### config.mk
export PLATFORM = sky130hd
export DESIGN_NAME = tone_burst_seq
export DESIGN_NICKNAME = d
export VERILOG_FILES = /design/src/rtl/tbs_pkg.sv /design/src/rtl/tbs_timer.sv /design/src/rtl/tbs_group.sv /design/src/rtl/tone_burst_seq.sv
export SDC_FILE = /design/constraint.sdc
export NUM_CORES = 1
export LEC_CHECK = 0
export BUFFER_PORTS_ARGS = -buffer_cell sky130_fd_sc_hd__buf_4
export CAP_MARGIN = 15
export CORE_ASPECT_RATIO = 1.75
export CORE_MARGIN = 2
export CORE_UTILIZATION = 43
export CTS_BUF_LIST = sky130_fd_sc_hd__clkbuf_8
export CTS_CLUSTER_DIAMETER = 200
export DETAILED_ROUTE_END_ITERATION = 12
export HOLD_SLACK_MARGIN = 0.06
export MAX_ROUTING_LAYER = met4
export SLEW_MARGIN = 20
export SYNTH_ARGS = -nofsm -noshare
export SYNTH_HDL_FRONTEND = slang
export SYNTH_SLANG_ARGS = --single-unit
export TNS_END_PERCENT = 100
### constraint.sdc
create_clock -name clk -period 2.2 [get_ports clk]
set_clock_uncertainty 0.1 [all_clocks]
set_input_delay 0 -clock clk [delete_from_list [all_inputs] [get_ports clk]]
set_output_delay 0 -clock clk [all_outputs]
set_load 0.01 [all_outputs]
### src/rtl/tbs_pkg.sv
package tbs_pkg;

    localparam int DIGIT_W = 4;

    typedef enum logic [1:0] {
        ST_IDLE  = 2'd0,
        ST_TONE  = 2'd1,
        ST_PAUSE = 2'd2
    } state_e;

    typedef struct packed {
        state_e               st;
        logic                 cp;
        logic [DIGIT_W-1:0]   cur;
        logic                 pend_v;
        logic [DIGIT_W-1:0]   pend;
        logic                 ready;
    } seq_t;

endpackage

### src/rtl/tbs_timer.sv
module tbs_timer #(
    parameter int CNT_W = 7
) (
    input  logic             clk,
    input  logic             rst_n,
    input  logic             clear,
    input  logic             tick,
    input  logic [CNT_W-1:0] limit,
    output logic             done
);
    logic [CNT_W-1:0] cnt_d, cnt_q;

    always_comb begin
        done  = tick && !clear && (cnt_q == limit - 1'b1);
        cnt_d = cnt_q;
        if (clear || done) begin
            cnt_d = '0;
        end else if (tick) begin
            cnt_d = cnt_q + 1'b1;
        end
    end

    always_ff @(posedge clk or negedge rst_n) begin
        if (!rst_n) begin
            cnt_q <= '0;
        end else begin
            cnt_q <= cnt_d;
        end
    end
endmodule

### src/rtl/tbs_group.sv
module tbs_group (
    input  logic gate,
    input  logic single_sel,
    input  logic col_sel,
    output logic row_en,
    output logic col_en
);
    always_comb begin
        row_en = gate && (!single_sel || !col_sel);
        col_en = gate && (!single_sel ||  col_sel);
    end
endmodule

### src/rtl/tone_burst_seq.sv
module tone_burst_seq #(
    parameter int BURST_MS  = 51,
    parameter int CP_FACTOR = 2
) (
    input  logic       clk,
    input  logic       rst_n,
    input  logic       ms_tick,
    input  logic       burst_n,
    input  logic       cp_mode,
    input  logic       tone_en,
    input  logic       single_sel,
    input  logic       col_sel,
    input  logic       rx_en_n,
    input  logic       irq_en,
    input  logic       digit_wr,
    input  logic [3:0] digit_in,
    output logic       tone_gate,
    output logic       row_en,
    output logic       col_en,
    output logic [3:0] digit_out,
    output logic       tx_ready,
    output logic       irq_req,
    output logic       osc_pd
);
    import tbs_pkg::*;

    localparam int LONG_MS = BURST_MS * CP_FACTOR;
    localparam int CNT_W   = $clog2(LONG_MS + 1);

    seq_t             r_d, r_q;
    logic [CNT_W-1:0] limit;
    logic             tmr_clear;
    logic             tmr_done;
    state_e           st_q;

    assign st_q      = r_q.st;
    assign limit     = r_q.cp ? CNT_W'(LONG_MS) : CNT_W'(BURST_MS);
    assign tmr_clear = burst_n || (r_q.st == ST_IDLE);

    tbs_timer #(.CNT_W(CNT_W)) u_timer (
        .clk   (clk),
        .rst_n (rst_n),
        .clear (tmr_clear),
        .tick  (ms_tick),
        .limit (limit),
        .done  (tmr_done)
    );

    always_comb begin
        r_d       = r_q;
        r_d.ready = 1'b0;
        if (burst_n) begin
            r_d.st     = ST_IDLE;
            r_d.pend_v = 1'b0;
            if (digit_wr) begin
                r_d.cur = digit_in;
            end
        end else begin
            unique case (r_q.st)
                ST_IDLE: begin
                    if (digit_wr) begin
                        r_d.st  = ST_TONE;
                        r_d.cur = digit_in;
                        r_d.cp  = cp_mode;
                    end
                end
                ST_TONE: begin
                    if (digit_wr) begin
                        r_d.pend_v = 1'b1;
                        r_d.pend   = digit_in;
                    end
                    if (tmr_done) begin
                        r_d.st = ST_PAUSE;
                    end
                end
                ST_PAUSE: begin
                    if (tmr_done) begin
                        r_d.ready  = 1'b1;
                        r_d.pend_v = 1'b0;
                        if (digit_wr) begin
                            r_d.st  = ST_TONE;
                            r_d.cur = digit_in;
                            r_d.cp  = cp_mode;
                        end else if (r_q.pend_v) begin
                            r_d.st  = ST_TONE;
                            r_d.cur = r_q.pend;
                            r_d.cp  = cp_mode;
                        end else begin
                            r_d.st = ST_IDLE;
                        end
                    end else if (digit_wr) begin
                        r_d.pend_v = 1'b1;
                        r_d.pend   = digit_in;
                    end
                end
                default: r_d.st = ST_IDLE;
            endcase
        end
    end

    always_ff @(posedge clk or negedge rst_n) begin
        if (!rst_n) begin
            r_q <= '0;
        end else begin
            r_q <= r_d;
        end
    end

    assign tone_gate = burst_n ? tone_en : (r_q.st == ST_TONE);
    assign digit_out = r_q.cur;
    assign tx_ready  = r_q.ready;
    assign irq_req   = r_q.ready && irq_en;
    assign osc_pd    = rx_en_n && !tone_en && (r_q.st == ST_IDLE);

    tbs_group u_group (
        .gate       (tone_gate),
        .single_sel (single_sel),
        .col_sel    (col_sel),
        .row_en     (row_en),
        .col_en     (col_en)
    );
endmodule

==> results.yml <==
status:
  status: "finished clean"
setup_path:
  cpPeakStageDelay_ns: 0.42
  end_kind: "flip-flop"
  slowest_stage: "dfrtp_1"
  start_kind: "flip-flop"
  worstSetupPathType: "flip-flop to flip-flop"
  cp_cell_sequence: "nor4b_1 -> a22o_4 -> nand2_4 -> a2111oi_4 -> mux2_1"
  critPathMaxFanout: 6
  crit_arrival_ns: 2.09
  rr_worst_depth: 5
  timing.rr.start: "u_timer.cnt_q[0]"
  cp.required_ns: 2.24
  crit_buf_inv: 0
  crit_family: "compound AO/OA/AOI/OAI gates"
  crit_start: "u_timer.cnt_q[0]"
  cp.depth: 5
die:
  io_pins: 25
  die-area_sq_um: 3478
  die_x_um: 45.45
  num_rows: 26
  start_util: 0.4464
  core_area_sq_um: 2895
  die_h_um: 76.53
placed_design:
  hpwl_um: 2208
  portBuffers: 24
  gp_congestion: 0.8249
route:
  via_count: 1061
  vias_per_cell: 5.614
  antenna_left: 0
  drt-pass1-iter-count: 4
  avgRoutedWirePerCell_um: 15.56
  drt_wl_total_um: 2940
  drc: 0
  drt_iter0_drc: 27
clocking:
  cts_tree: "done"
  cts_hold_buf: 11
  cts_resized: 0
  cts_buffer_depth: 2
  cts_sinks: 20
  post_cts_buffers: 0
  cts_made_buffers: 3
  clock_latency_ns: 0.27
  clk_root_buffer_cell: "clkbuf_8"
  htree_levels: 1
  clk_pin_slew_ns: 0.07
synth:
  synth_ff_type: "dfrtp_1"
  synth-seq-cells: 20
  syn_area_sq_um: 1292
  ys_seq_area_frac: 0.3872
  synth_warnings: 0
  synth_common_cells: "dfrtp_1, nand2_1, nor2_1"
  netlist.area_leader.share: 0.3872
  avgSynthCellArea_sq_um: 10.02
  synth_area_leaders: "dfrtp_1, mux2_4, nand2_1"
  yosysTopAreaCell: "dfrtp_1"
  synth.most_common_cell: "dfrtp_1"
  yosysUniqueCellTypes: 40
  synthArstFlopShare: 1.000
  synth_edf_count: 0
  netlist_instances: 129
  synth_fp_nets: 145
cells_and_area:
  fillers: 261
  area_growth_syn_to_layout_pct: 27.88
  num_antenna_cells: 0
  layout-drive-gt1-share: 0.3168
  final_nets: 178
  final_core_util: 0.5709
pwr:
  power_density_nw_per_um2: 583.2
  p_leak_nw: 0.7528
  irDropWorstVdd_mv: 0.4295
worst_hold_path:
  min-delay-start: "tone_en"
  min_path_type: "primary input to primary output"
  whs_path_depth: 3
sta:
  fmax_mhz: 488.3
  hold_viol: 0
  hold_ws_ns: 0.1553
  min_period_ns: 2.048
  final_max_slew_viol_count: 0
  finalSetupViolCount: 0
  worstMarginPinSlew_ns: 0.6137
  slew-limit-headroom: 0.5895
  post-route-period-util: 0.9309
  tns_ns: 0
  rsz0062_at_grt: "no"
global_routing:
  grt_max_degree: 17
  first_global_vias: 1115
  grt_use_total: 0.1954
  grt_first_pass_wirelength_um: 4954
  overflow: 0
  grt_antenna_before_repair: 0
flow_run:
  maxCapViolCount: 0
## cell usage in the layout (no fill, tap or decap), types with 3 or more instances in the layout
cell type,Yosys,final
clkbuf_8,0,3
a31oi_1,4,4
nand2_1,13,13
xnor2_1,3,3
xor2_1,3,3
mux2i_1,4,4
mux2_4,4,4
nor2b_1,6,6
a21oi_1,8,8
inv_1,4,4
a31o_2,3,3
dlygate4sd3_1,0,11
o221ai_1,3,3
buf_4,4,28
dfrtp_1,20,20
nand3_1,4,4
nor2_1,13,13
mux2_2,4,4
## logic make-up after synthesis
group	synth area share
multiplexers	0.1210
flip-flops	0.3872
adder cells (fa/ha/maj)	0.009679
AND/OR/NAND/NOR	0.2023
AO/OA/AOI/OAI	0.1733
buffers and inverters	0.06582
XOR/XNOR	0.04067
## worst register-to-register path, cell delays in order (launching register included)
cell and delay (ns):
dfrtp_1 0.42, nor4b_1 0.37, a22o_4 0.22, nand2_4 0.09
a2111oi_4 0.37, mux2_1 0.36
## worst paths after layout
path                                         end  slack (ns)
worst max register to register           r_q[10]        0.15
worst min register to register            r_q[3]        0.41
min in group asynchronous       u_timer.cnt_q[1]        0.53
max in group asynchronous                 r_q[1]        0.25
worst min-delay path                      osc_pd        0.16
worst max-delay path                     r_q[10]        0.15
## cell type report
cell class	instances	area, sq um	share of cell area
multi-input cells	93	706.9	0.4277
flip-flops and latches	20	500.5	0.3028
repair buffers	39	320.3	0.1938
clock buffers	3	41.29	0.02498
well taps	28	35.03	0.02120
clock inverters	1	30.03	0.01817
inverters	5	18.77	0.01136
## stage by stage
step	worst slack, ns	instances	instance area, sq um	power (mW)
after floorplan	0.2903	129	1292	0.5249
after global placement	0.2083	174	1471	0.5836
after detailed placement	0.1754	174	1471	0.5852
after CTS	0.1510	189	1653	0.9735
after global routing	0.06527	189	1653	0.9985
final	0.1519	189	1653	0.9640
## state kept, by name (all words and copies together) (netlist names)
| signal | flops |
|---|---|
| digit_out | 4 |
| r_q | 6 |
| tx_ready | 1 |
| u_timer.cnt_q | 7 |
| st_q | 2 |
## layer usage
layer / global-route usage / vias up / share of wire
met2: 0.3479 / 20 / 0.60
met1: 0.2024 / 522 / 0.36
li1: - / 513 / -
met5: - / - / 0
met3: 0.02844 / 6 / 0.026
met4: 0.07059 / 0 / 0.016
## report_power, final
group	internal (mW)	switching [mW]	leakage, nW
Clock	0.243	0.128	0.0357
Sequential	0.393	0.0190	0.250
Combinational	0.101	0.0803	0.467
(Power assumes the default switching activity.)
